`config.mk`:
```
export PLATFORM = sky130hd
export DESIGN_NAME = pwm_aq_shadow_top
export DESIGN_NICKNAME = d
export VERILOG_FILES = /design/src/rtl/aq_pkg.sv /design/src/rtl/aq_load_sel.sv /design/src/rtl/aq_shadow_reg.sv /design/src/rtl/aq_action.sv /design/src/rtl/pwm_aq_shadow_top.sv
export SDC_FILE = /design/constraint.sdc
export NUM_CORES = 1
export LEC_CHECK = 0
export CORE_AREA = 2 2 116 118
export DETAILED_ROUTE_END_ITERATION = 10
export DIE_AREA = 0 0 118 120
export GPL_TIMING_DRIVEN = 0
export PLACE_DENSITY_LB_ADDON = 0.05
export SLEW_MARGIN = 25
export SYNTH_ARGS = -nofsm -noshare
export SYNTH_HDL_FRONTEND = slang
export SYNTH_HIERARCHICAL = 1
export SYNTH_SLANG_ARGS = --single-unit
```
`constraint.sdc`:
```
create_clock -name clk -period 2.55 [get_ports clk]
set_clock_uncertainty 0.15 [all_clocks]
set_input_delay 0.3825 -clock clk [delete_from_list [all_inputs] [get_ports clk]]
set_output_delay 0.3825 -clock clk [all_outputs]
set_load 0.05 [all_outputs]
```
`src/rtl/aq_pkg.sv`:
```
package aq_pkg;
  localparam int N_EV  = 6;
  localparam int ACT_W = 2 * N_EV;
  localparam int CFG_W = 10;

  localparam int EV_ZRO = 0;
  localparam int EV_PRD = 1;
  localparam int EV_CAU = 2;
  localparam int EV_CAD = 3;
  localparam int EV_CBU = 4;
  localparam int EV_CBD = 5;

  localparam logic [1:0] ADR_CFG = 2'd0;
  localparam logic [1:0] ADR_A   = 2'd1;
  localparam logic [1:0] ADR_B   = 2'd2;

  typedef enum logic [1:0] {
    ACT_NONE = 2'b00,
    ACT_CLR  = 2'b01,
    ACT_SET  = 2'b10,
    ACT_TGL  = 2'b11
  } act_e;

  typedef enum logic [1:0] {
    LD_ZERO = 2'b00,
    LD_PRD  = 2'b01,
    LD_BOTH = 2'b10,
    LD_FRZ  = 2'b11
  } ldmode_e;

  typedef struct packed {
    logic    glb;
    logic    sync_en;
    ldmode_e mode;
    logic    shd_en;
  } chcfg_t;
endpackage

```
`src/rtl/aq_load_sel.sv`:
```
module aq_load_sel
  import aq_pkg::*;
(
  input  logic   clk,
  input  logic   rst,
  input  chcfg_t cfg,
  input  logic   ctr_tick,
  input  logic   ev_zero,
  input  logic   ev_prd,
  input  logic   sync_in,
  input  logic   gld_strobe,
  output logic   load
);
  logic ctr_hit;

  always_comb begin
    unique case (cfg.mode)
      LD_ZERO: ctr_hit = ctr_tick & ev_zero;
      LD_PRD:  ctr_hit = ctr_tick & ev_prd;
      LD_BOTH: ctr_hit = ctr_tick & (ev_zero | ev_prd);
      default: ctr_hit = 1'b0;
    endcase
  end

  always_comb begin
    if (!cfg.shd_en)   load = 1'b0;
    else if (cfg.glb)  load = gld_strobe;
    else               load = ctr_hit | (cfg.sync_en & sync_in);
  end

  // a global-mode channel loads only on the shared strobe
  p_glb_strobe_r7: assert property (@(posedge clk) disable iff (rst)
    (load && cfg.glb) |-> gld_strobe);
  // no counter event reaches the load without a tick
  p_no_tick_r5: assert property (@(posedge clk) disable iff (rst)
    (load && !ctr_tick && !cfg.glb) |-> (cfg.sync_en && sync_in));
endmodule

```
`src/rtl/aq_shadow_reg.sv`:
```
module aq_shadow_reg #(
  parameter int W = 12
) (
  input  logic         clk,
  input  logic         rst,
  input  logic         shd_en,
  input  logic         wr,
  input  logic [W-1:0] wdata,
  input  logic         load,
  output logic [W-1:0] active,
  output logic [W-1:0] shadow,
  output logic [W-1:0] rd_val
);
  always_ff @(posedge clk) begin
    if (rst) begin
      active <= '0;
      shadow <= '0;
    end else if (!shd_en) begin
      if (wr) active <= wdata;
    end else begin
      if (load) active <= shadow;
      if (wr)   shadow <= wdata;
    end
  end

  assign rd_val = shd_en ? shadow : active;

  // immediate write lands in the active copy next cycle
  p_imm_write_r3: assert property (@(posedge clk) disable iff (rst)
    (!shd_en && wr) |=> (active == $past(wdata)));
  // buffered active word holds without a load
  p_hold_r4: assert property (@(posedge clk) disable iff (rst)
    (shd_en && !load) |=> $stable(active));
  // a load copies the pre-edge shadow even with a write in flight
  p_load_copy_r8: assert property (@(posedge clk) disable iff (rst)
    (shd_en && load) |=> (active == $past(shadow)));
endmodule

```
`src/rtl/aq_action.sv`:
```
module aq_action
  import aq_pkg::*;
(
  input  logic             clk,
  input  logic             rst,
  input  logic [ACT_W-1:0] word,
  input  logic             ctr_tick,
  input  logic             ev_zero,
  input  logic             ev_prd,
  input  logic             ev_cmpa,
  input  logic             ev_cmpb,
  input  logic             cnt_up,
  output logic             pwm
);
  act_e code;
  int   idx;

  always_comb begin
    idx = -1;
    if (ctr_tick) begin
      if (ev_cmpb)      idx = cnt_up ? EV_CBU : EV_CBD;
      else if (ev_cmpa) idx = cnt_up ? EV_CAU : EV_CAD;
      else if (ev_prd)  idx = EV_PRD;
      else if (ev_zero) idx = EV_ZRO;
    end
    code = (idx < 0) ? ACT_NONE : act_e'(word[2*idx +: 2]);
  end

  always_ff @(posedge clk) begin
    if (rst) pwm <= 1'b0;
    else begin
      unique case (code)
        ACT_CLR: pwm <= 1'b0;
        ACT_SET: pwm <= 1'b1;
        ACT_TGL: pwm <= ~pwm;
        default: pwm <= pwm;
      endcase
    end
  end

  // each code drives the output as specified
  p_set_r10: assert property (@(posedge clk) disable iff (rst)
    (code == ACT_SET) |=> pwm);
  p_clr_r10: assert property (@(posedge clk) disable iff (rst)
    (code == ACT_CLR) |=> !pwm);
  p_tgl_r10: assert property (@(posedge clk) disable iff (rst)
    (code == ACT_TGL) |=> (pwm != $past(pwm)));
  p_idle_r10: assert property (@(posedge clk) disable iff (rst)
    !ctr_tick |=> $stable(pwm));
endmodule

```
`src/rtl/pwm_aq_shadow_top.sv`:
```
module pwm_aq_shadow_top
  import aq_pkg::*;
#(
  parameter int ADDR_W = 2,
  parameter int DATA_W = aq_pkg::ACT_W
) (
  input  logic              clk,
  input  logic              rst,
  input  logic              bus_we,
  input  logic [ADDR_W-1:0] bus_addr,
  input  logic [DATA_W-1:0] bus_wdata,
  output logic [DATA_W-1:0] bus_rdata,
  input  logic              ctr_tick,
  input  logic              ev_zero,
  input  logic              ev_prd,
  input  logic              ev_cmpa,
  input  logic              ev_cmpb,
  input  logic              cnt_up,
  input  logic              sync_in,
  input  logic              gld_strobe,
  output logic              pwm_a,
  output logic              pwm_b,
  output logic [DATA_W-1:0] act_a,
  output logic [DATA_W-1:0] act_b
);
  localparam int NCH = 2;

  logic [CFG_W-1:0]  cfg_q;
  chcfg_t            ch_cfg [NCH];
  logic [ACT_W-1:0]  active [NCH];
  logic [ACT_W-1:0]  shadow [NCH];
  logic [ACT_W-1:0]  rd_val [NCH];
  logic              pwm    [NCH];
  logic              load   [NCH];

  always_ff @(posedge clk) begin
    if (rst)                                              cfg_q <= '0;
    else if (bus_we && bus_addr == ADDR_W'(ADR_CFG))      cfg_q <= bus_wdata[CFG_W-1:0];
  end

  for (genvar c = 0; c < NCH; c++) begin : g_ch
    logic wr_c;

    assign ch_cfg[c].shd_en  = cfg_q[c];
    assign ch_cfg[c].mode    = ldmode_e'(cfg_q[2+2*c +: 2]);
    assign ch_cfg[c].sync_en = cfg_q[6+c];
    assign ch_cfg[c].glb     = cfg_q[8+c];
    assign wr_c = bus_we && (bus_addr == ADDR_W'(c + 1));

    aq_load_sel u_sel (
      .clk(clk), .rst(rst), .cfg(ch_cfg[c]), .ctr_tick(ctr_tick),
      .ev_zero(ev_zero), .ev_prd(ev_prd), .sync_in(sync_in),
      .gld_strobe(gld_strobe), .load(load[c])
    );

    aq_shadow_reg #(.W(ACT_W)) u_reg (
      .clk(clk), .rst(rst), .shd_en(ch_cfg[c].shd_en), .wr(wr_c),
      .wdata(bus_wdata[ACT_W-1:0]), .load(load[c]),
      .active(active[c]), .shadow(shadow[c]), .rd_val(rd_val[c])
    );

    aq_action u_act (
      .clk(clk), .rst(rst), .word(active[c]), .ctr_tick(ctr_tick),
      .ev_zero(ev_zero), .ev_prd(ev_prd), .ev_cmpa(ev_cmpa),
      .ev_cmpb(ev_cmpb), .cnt_up(cnt_up), .pwm(pwm[c])
    );

    // global-mode channel is deaf to counter and sync without the strobe
    p_glb_hold_r7: assert property (@(posedge clk) disable iff (rst)
      (ch_cfg[c].shd_en && ch_cfg[c].glb && !gld_strobe) |=> $stable(active[c]));
    // buffered write changes only the shadow copy
    p_shadow_wr_r4: assert property (@(posedge clk) disable iff (rst)
      (ch_cfg[c].shd_en && wr_c) |=> (shadow[c] == $past(bus_wdata[ACT_W-1:0])));
  end

  always_ff @(posedge clk) begin
    if (rst) bus_rdata <= '0;
    else begin
      unique case (bus_addr)
        ADDR_W'(ADR_CFG): bus_rdata <= DATA_W'(cfg_q);
        ADDR_W'(ADR_A):   bus_rdata <= DATA_W'(rd_val[0]);
        ADDR_W'(ADR_B):   bus_rdata <= DATA_W'(rd_val[1]);
        default:          bus_rdata <= '0;
      endcase
    end
  end

  assign pwm_a = pwm[0];
  assign pwm_b = pwm[1];
  assign act_a = DATA_W'(active[0]);
  assign act_b = DATA_W'(active[1]);
endmodule

```
==> metrics <==
Mapped Area=~3800 um2; uppermost layer routed=met4; Setup CP Type=flop to flop; Total Power=between 2000 and 3000 uW; Worst setup SP type=flop; # diodes=0; Via Count=3297; CP arrival=approximately 2.3 ns; metal3 WL=around 690 um; area of placed instances=4630 um2; hold path cells=4; Final WS setup=0.278 ns; worst hold slack=0.253 ns; area delta synth->final=28.6%; part of the power in the clock network=40.2%; Yosys top cell area share=37.9%; top_reg_cell synth=dfxtp_1; H-tree lvl count=3; Util after Layout=37.7%; Max clock buf depth=2; highest clock rate=0.440 GHz; switching share of power=approximately 28%; Die W=around 120 um; vias per cell=slightly below 5; PwrDens=around 590 nW/um2; CTS Buf Count=9; Worst Path Required=2.61 ns; CTS Sinks=72; Sw Pwr=815 uW; hold_sp=bus_addr[0]; EDFF count, synth=0; 1st-pass router iterations=4; Setup Viol. Count Final=0; wl on met1=approximately 6400 um; DIE HEIGHT=around 120 um; Post-Syn Nets=446; CTS clk-pin slew, worst paths=0.06 ns; Post-DRT Antenna Nets=0; DR WL met2=5720 um; RSZ-0062 raised after global routing=no; Setup crit start=cfg_q[2]; post-route cell area=4890 um2; register-to-register setup slack=around 0.28 ns; Worst IR Drop VDD=0.289 mV; Final Max Slew Viols=0; DRC=0; fraction of layout instances using a drive strength above 1=14.5%; slew margin rel.=between 50% and 60%; Initial Util=29.3%; cts hold-fix bufs=0; Worst R2R Start=cfg_q[2]; most frequent cells in the layout=nand2_1, dfxtp_1, clkdlybuf4s50_1, a21oi_1, nor2_1; CP Max Fanout=10; Final period util=89.1%; initial antenna violation count=0; top cells by area, synth=dfxtp_1, a211oi_2, nand2_1; # Max-Cap Violations=0; number of I/O pins=63; core area=13000 um2; TritonCTS clock tree=yes; Hold/Removal Path Class=input port to flop; syn avg cell area=9.17 um2; Reg2Reg Capture Point=g_ch[0].u_reg/active[9]; Setup crit end kind=flop; status=finished clean; Port Buffer Count=61; post-DP HPWL=9650 um; vias in the first global route=3251; die area=14200 um2; Hold Fails Final Rpt=0; DRT Wirelength=13200 um; CTS root buf=clkbuf_16; global-route wire length before repair=19900 um; # fillers=1389; Cells after Synth=415; fin crit period=~2.3 ns; post-cts repair resize count=0; post-synthesis register bit count=72; Worst-Margin Slew=0.606 ns; pre-CTS setup slack=-0.0908 ns; Clk Latency, worst-skew pair=0.34 ns; row count=42; Total Routing Usage GR=19.0%; Nets=518; GR Overflow Total=0; YS warnings=6; cell leakage power=0.00164 uW; internal power=around 2000 uW; Hold Path End=cfg_q[3]; Synth area leader=dfxtp_1; setup bufs post-CTS=0; fraction of registers with async set/reset=0%; Reg power frac=roughly two fifths; Initial DRC Count=216; Seq/Total Area, Yosys=a little under two fifths; Logic pwr share=around 18%; routed length per instance=19.8 um; reg2reg path depth=9; largest net degree at the start of global routing=19; GP Congestion=0.811; library cells used by synthesis=36
-- worst max-delay path, cell delays in order, from the launching register on --
cell and delay, ns:
dfxtp_1 0.40, inv_1 0.07, ha_1 0.31, a211o_1 0.27, o2111ai_1 0.14, a21oi_1 0.14
mux2_4 0.32, buf_6 0.16, nor2_1 0.13, a211oi_2 0.06
-- cell families (layout without fill, tap and decap cells) --
group | after synthesis | after routing | synth area share, %
AND/OR/NAND/NOR | 140 | 140 | 17.0
AO/OA/AOI/OAI | 108 | 108 | 22.3
flip-flops | 72 | 72 | 37.9
multiplexers | 52 | 52 | 14.8
buffers and inverters | 37 | 111 | 6.05
adder cells (fa/ha/maj) | 6 | 6 | 1.97
-- flip-flops by register name, indices dropped and copies added, names as in the netlist --
name	cells
g_ch.u_reg/active	24
bus_rdata	12
g_ch.u_reg/shadow	24
g_ch.u_act/pwm	2
cfg_q	10
-- final cells by class --
class	instances	area, um2	area share [%]
Buffer	27	193	3.94
Clock inverter	1	5.00	0.102
Sequential cell	72	1440	29.5
Timing Repair Buffer	61	606	12.4
Clock buffer	12	256	5.24
Inverter	10	37.5	0.767
Multi-Input combinational cell	306	2130	43.6
Tap cell	176	220	4.50
-- metrics by stage --
step / setup TNS, ns / std cells
global route: 0 / 665
CTS: 0 / 665
floorplan: 0 / 415
detailed placement: -0.266 / 652
finish: 0 / 665
global placement: -0.278 / 652
-- cells in the mapped netlist, types with 3 or more instances --
cell and instances:
nor2_1 28, mux2i_1 24, dfxtp_1 72, and2b_1 4
buf_2 7, mux2_2 10, nor2b_1 10, nand2_1 72
ha_1 6, and2_1 3, buf_6 10, nand3_1 4
o21ai_0 4, inv_1 10, a211oi_1 22, mux2_1 16
a211oi_2 24, clkbuf_1 8, a22oi_1 4, nand2b_1 10
a21oi_1 38, a222oi_1 4
-- worst max-delay path by stage --
stage | to | slack [ns] | depth (start not counted)
final | g_ch[0].u_reg/active[9] | 0.28 | 9
after global routing | g_ch[1].u_reg/shadow[10] | 0.14 | 8
after CTS | g_ch[0].u_reg/active[9] | 0.28 | 9
after detailed placement | g_ch[0].u_act/pwm | -0.09 | 5
after global placement | g_ch[0].u_act/pwm | -0.09 | 5
after floorplan | g_ch[0].u_reg/active[9] | 0.56 | 9
-- metal layers --
| metal | vias up | global-route usage [%] |
|---|---|---|
| met5 | - | 0 |
| met1 | 1563 | 27.0 |
| met2 | 92 | 27.6 |
| met4 | 0 | 9.56 |
| met3 | 21 | 3.33 |
| li1 | 1621 | - |
-- power groups by stage --
stage / sequential (uW) / clock [uW] / combinational (uW)
finish: 1200 / 1150 / 511
global route: 1210 / 1240 / 541
CTS: 1200 / 1190 / 513
detailed placement: 1220 / 0 / 511
global placement: 1220 / 0 / 512
floorplan: 1320 / 0 / 203
No activity file was read; power rests on OpenSTA's default activity.
